[src/rtl/comm_pkg.sv]
// Shared types and the forward commutation table for the bridge drive logic.
// Assumes phase vectors are ordered bit0 = U, bit1 = V, bit2 = W.
package comm_pkg;

    localparam int PHASES = 3;

    typedef logic [PHASES-1:0] phase_vec_t;

    typedef struct packed {
        logic       valid;
        phase_vec_t src;
        phase_vec_t snk;
    } drive_pair_t;

    localparam phase_vec_t PH_U = 3'b001;
    localparam phase_vec_t PH_V = 3'b010;
    localparam phase_vec_t PH_W = 3'b100;

    // Forward-direction lookup: Hall code {s1,s2,s3} to source/sink phases.
    function automatic drive_pair_t fwd_lookup(input logic [2:0] code);
        drive_pair_t r;
        r = '{valid: 1'b0, src: '0, snk: '0};
        case (code)
            3'b101: r = '{valid: 1'b1, src: PH_V, snk: PH_U};
            3'b100: r = '{valid: 1'b1, src: PH_W, snk: PH_U};
            3'b110: r = '{valid: 1'b1, src: PH_W, snk: PH_V};
            3'b010: r = '{valid: 1'b1, src: PH_U, snk: PH_V};
            3'b011: r = '{valid: 1'b1, src: PH_U, snk: PH_W};
            3'b001: r = '{valid: 1'b1, src: PH_V, snk: PH_W};
            default: r = '{valid: 1'b0, src: '0, snk: '0};
        endcase
        return r;
    endfunction

endpackage

[src/rtl/comm_hall_decode.sv]
// Hall decoder: maps the Hall code and the applied direction to one source
// and one sink phase. Reverse uses the complemented code on the same table.
// Assumes hall_in is already synchronized and debounced upstream.
module comm_hall_decode
    import comm_pkg::*;
(
    input  logic [2:0]  hall_in,
    input  logic        dir_rev,
    output drive_pair_t pair
);

    logic [2:0] code;

    // Select the table index for the applied direction.
    always_comb begin
        code = dir_rev ? ~hall_in : hall_in;
        pair = fwd_lookup(code);
    end

endmodule

[src/rtl/comm_dir_guard.sv]
// Direction guard: remembers the applied direction and, on any change,
// raises a hold for GUARD_CYCLES+1 clocks (the detection clock included).
// During reset the applied direction tracks the input so that no hold
// starts when reset is released.
module comm_dir_guard #(
    parameter int GUARD_CYCLES = 6
) (
    input  logic clk,
    input  logic rst_n,
    input  logic dir_in,
    output logic dir_applied,
    output logic hold
);

    localparam int CW = (GUARD_CYCLES < 1) ? 1 : $clog2(GUARD_CYCLES + 1);
    localparam logic [CW-1:0] LOAD = CW'(GUARD_CYCLES);

    logic          dir_q;
    logic [CW-1:0] cnt_q;
    logic          change;

    // Detect a direction edge against the applied value.
    always_comb begin
        change = (dir_in != dir_q);
        hold   = change || (cnt_q != '0);
    end

    // Update the applied direction and the hold counter.
    always_ff @(posedge clk) begin
        if (!rst_n) begin
            dir_q <= dir_in;
            cnt_q <= '0;
        end else if (change) begin
            dir_q <= dir_in;
            cnt_q <= LOAD;
        end else if (cnt_q != '0) begin
            cnt_q <= cnt_q - 1'b1;
        end
    end

    assign dir_applied = dir_q;

endmodule

[src/rtl/comm_ilim_gate.sv]
// Current-limit gate: once the over-current flag is seen, blocks the lower
// switches until the next PWM cycle start with the flag low.
// Assumes pwm_sync is a single-clock pulse from the PWM generator.
module comm_ilim_gate (
    input  logic clk,
    input  logic rst_n,
    input  logic ilim_flag,
    input  logic pwm_sync,
    output logic block
);

    logic latch_q;

    // Block on the flag, or on an earlier hit not yet re-armed by sync.
    always_comb begin
        block = ilim_flag || (latch_q && !pwm_sync);
    end

    // Remember the block state for the remainder of the PWM cycle.
    always_ff @(posedge clk) begin
        if (!rst_n) begin
            latch_q <= 1'b0;
        end else begin
            latch_q <= block;
        end
    end

endmodule

[src/rtl/bldc_commutator.sv]
// Three-phase commutation and bridge drive logic.
// Priority: stop > brake > direction hold > invalid Hall > commutation.
// The protection shutdown masks the upper switches in every state.
// PWM and current limit act on the lower switches only; braking bypasses them.
// All outputs are registered; synchronous active-low reset clears them.
module bldc_commutator
    import comm_pkg::*;
#(
    parameter int GUARD_CYCLES = 6
) (
    input  logic       clk,
    input  logic       rst_n,
    input  logic [2:0] hall_in,
    input  logic       dir_rev,
    input  logic       brake_req,
    input  logic       stop_req,
    input  logic       pwm_on,
    input  logic       pwm_sync,
    input  logic       ilim_flag,
    input  logic       prot_off,
    output logic       hs_u,
    output logic       hs_v,
    output logic       hs_w,
    output logic       ls_u,
    output logic       ls_v,
    output logic       ls_w
);

    drive_pair_t pair;
    logic        dir_applied;
    logic        hold;
    logic        ilim_block;
    phase_vec_t  lo_gated;
    phase_vec_t  hi_next;
    phase_vec_t  lo_next;
    phase_vec_t  hi_q;
    phase_vec_t  lo_q;

    comm_dir_guard #(
        .GUARD_CYCLES(GUARD_CYCLES)
    ) u_guard (
        .clk        (clk),
        .rst_n      (rst_n),
        .dir_in     (dir_rev),
        .dir_applied(dir_applied),
        .hold       (hold)
    );

    comm_hall_decode u_decode (
        .hall_in(hall_in),
        .dir_rev(dir_applied),
        .pair   (pair)
    );

    comm_ilim_gate u_ilim (
        .clk      (clk),
        .rst_n    (rst_n),
        .ilim_flag(ilim_flag),
        .pwm_sync (pwm_sync),
        .block    (ilim_block)
    );

    // Per-phase lower-switch gating by PWM level and current limit.
    for (genvar p = 0; p < PHASES; p++) begin : g_lo_gate
        assign lo_gated[p] = pair.snk[p] && pwm_on && !ilim_block;
    end

    // Resolve the operating state into next upper/lower commands.
    always_comb begin
        hi_next = '0;
        lo_next = '0;
        if (stop_req) begin
            hi_next = '0;
            lo_next = '0;
        end else if (brake_req) begin
            hi_next = '1;
            lo_next = '0;
        end else if (!hold && pair.valid) begin
            hi_next = pair.src;
            lo_next = lo_gated;
        end
        if (prot_off) begin
            hi_next = '0;
        end
    end

    // Output registers.
    always_ff @(posedge clk) begin
        if (!rst_n) begin
            hi_q <= '0;
            lo_q <= '0;
        end else begin
            hi_q <= hi_next;
            lo_q <= lo_next;
        end
    end

    assign hs_u = hi_q[0];
    assign hs_v = hi_q[1];
    assign hs_w = hi_q[2];
    assign ls_u = lo_q[0];
    assign ls_v = lo_q[1];
    assign ls_w = lo_q[2];

endmodule

[config.mk]
export PLATFORM = sky130hd
export DESIGN_NAME = bldc_commutator
export DESIGN_NICKNAME = d
export VERILOG_FILES = /design/src/rtl/comm_pkg.sv /design/src/rtl/comm_hall_decode.sv /design/src/rtl/comm_dir_guard.sv /design/src/rtl/comm_ilim_gate.sv /design/src/rtl/bldc_commutator.sv
export SDC_FILE = /design/constraint.sdc
export NUM_CORES = 1
export LEC_CHECK = 0
export BUFFER_PORTS_ARGS = -buffer_cell sky130_fd_sc_hd__buf_4
export CORE_MARGIN = 2
export CORE_UTILIZATION = 30
export DETAILED_ROUTE_END_ITERATION = 7
export PLACE_DENSITY_LB_ADDON = 0.08
export SLEW_MARGIN = 10
export SYNTH_ARGS = -nofsm -noshare
export SYNTH_HDL_FRONTEND = slang
export SYNTH_SLANG_ARGS = --single-unit
[constraint.sdc]
create_clock -name clk -period 1.43 [get_ports clk]
set_input_delay 0.286 -clock clk [delete_from_list [all_inputs] [get_ports clk]]
set_output_delay 0.286 -clock clk [all_outputs]
set_load 0.02 [all_outputs]
==> reports/summary.txt <==
Gate Count Post-Synth -> 53
worst slew pin tran -> 0.247 ns
min-delay src -> dir_rev
setup TNS -> 0 ns
synthesis-stage register bit count -> 11
depth of the CTS H-tree -> 1
Area Growth Syn to Fin -> 38.5%
layout cell share with drive strength beyond 1 -> 0.373
pwr dens -> 998 mW/mm^2
GR Util All Layers -> 0.107
nets@finish -> 90
WP data required -> 1.63 ns
DR WL/cell -> 10.7 um
Worst Hold Depth -> 1
# rows -> 15
YS warnings -> 0
most frequent cell after synthesis -> dfxtp_1
Seq/Total Area, Yosys -> 0.442
setup bufs post-CTS -> 0
clk_skew -> 0.0105 ns
Crit Path Class -> flop to flop
leakage power -> 0.328 nW
syn nets -> 67
Worst setup SP type -> flop
total grt overflow -> 0
library cells used by synthesis -> 20
Post-Syn Area per Cell -> 9.82 um^2
HP Class -> input port to flop
Starting Density -> 0.312
global-route wire length before repair -> 1.50 mm
TritonCTS buffer count -> 3
Crit Path Max Fanout -> 4
DR pass1 iterations -> 3
unrepaired setup endpoints after global routing -> no
Pwr Total -> 0.719 mW
max_cap viols -> 0
post-synth top area cell -> dfxtp_1
worst relative slew slack -> 0.835
post-route minimum period -> 1.30 ns
DR iter-0 viols -> 9
total core area -> 0.00167 mm^2
Critical R2R Launch -> u_guard.cnt_q[0]
fin crit share -> 0.908
Achievable Freq -> 0.770 GHz
clk root buf -> clkbuf_4
Post-synth EDFFs -> 1
Die X -> 45.7 um
CTS Buffer Depth -> 2
via count -> 414
num ports -> 18
synth top area cells -> dfxtp_1, mux2i_1, nor2b_1
drt drc -> 0
hold buffer count at CTS -> 0
Die Height -> 45.7 um
clock sink total -> 11
share of the synthesized area in the top cell type -> 0.385
Worst-path clk slew -> 0.07 ns
Crit. End Element -> flop
largest net degree at the start of global routing -> 7
Cell Area, Synth -> 520 um^2
Final ANT Viol Nets -> 0
placer congestion estimate -> 0.658
Peak VDD IR -> 644 uV
initial antenna violation count -> 0
ant diodes -> 0
status -> completed
async set-reset flop share out of synthesis -> 0
Total Wirelength -> 987 um
synth cell count leaders -> dfxtp_1, mux2i_1, nor2b_1
Vias/cell -> 4.50
Worst Setup SP -> u_guard.cnt_q[0]
placed wire-length estimate -> 833 um
CTS tree -> yes
Crit path arrival time -> 1.49 ns
endpoints failing hold -> 0
port bufs -> 17
PostCTS Resize Cnt -> 0
max-slew violation count -> 0
ys flop type -> dfxtp_1
Clock Latency Late Sink -> 0.27 ns
cell depth of the worst flop-to-flop path -> 5
vias in the first global route -> 379
Final setup viols -> 0
DIE AREA -> 0.00208 mm^2
[sequential cells by signal, summed over array words and instances, names as in the netlist]
register / cells
u_ilim.latch_q: 1
u_guard.dir_applied: 1
u_guard.cnt_q: 3
lo_q: 3
hi_q: 3
[area by class of cell]
type / count / area [um^2]
repair buffers: 19 / 143
flip-flops and latches: 11 / 230
clock buffers: 4 / 26.3
well taps: 17 / 21.3
fillers: 161 / 950
multi-input cells: 37 / 285
inverters: 4 / 15.0
[metrics by stage]
step	hold slack [ns]	util	area (um^2)	instances	setup slack [ns]
floorplan	0.385	-	520	53	0.175
global placement	0.488	0.403	673	88	0.0732
detailed placement	0.494	0.403	673	88	0.0918
CTS	0.224	0.419	699	92	0.0534
global route	0.209	0.431	721	92	0.00824
finish	0.229	0.431	721	92	0.131
[report_power, final]
part	switching, mW	internal, mW	leakage (nW)	total, mW
Clock	0.0988	0.108	0.0150	0.206
Sequential	0.0154	0.332	0.0921	0.348
Combinational	0.0778	0.0871	0.221	0.165
Total	0.192	0.527	0.328	0.719
[cells by family (layout without fill, tap and decap cells)]
kind of cell               after synthesis  after routing  synth area share
and+or+nand+nor                         19             19             0.207
DFF                                     11             11             0.442
AOI/OAI and AO/OA                        7              7            0.0697
muxes                                    7              7             0.135
buffers and inverters                    5             27            0.0505
adders and majority gates                2              2            0.0481
xor gates and xnor gates                 2              2            0.0481
[worst paths after layout]
kind | to | slack, ns
max | lo_q[2] | 0.13
min | u_guard.dir_applied | 0.23
max reg2reg | lo_q[2] | 0.13
min reg2reg | u_ilim.latch_q | 0.50
[layout by cell type (no fill, tap or decap), types with 2 or more instances in the layout]
cell type	instances
buf_4	19
dfxtp_1	10
mux2i_1	7
nor2b_1	6
inv_1	4
o21ai_0	4
clkbuf_4	3
nand3_1	2
a21oi_1	2
nor2_1	2
nor3_2	2
[worst max-delay path, stage by stage (launching register included)]
cell and delay (ns):
dfxtp_1 0.34, nor2_2 0.11, ha_2 0.20, nor4bb_2 0.21, nand3_1 0.17, nor3_1 0.19
[routing by layer]
layer | wire (um) | GRT usage | up-vias
met5 | 0 | 0 | -
met4 | 0 | 0.0353 | 0
met3 | 67 | 0.0595 | 0
met2 | 491 | 0.177 | 14
met1 | 428 | 0.114 | 173
li1 | - | - | 227
Note: power is estimated with default switching activity, not from simulation.
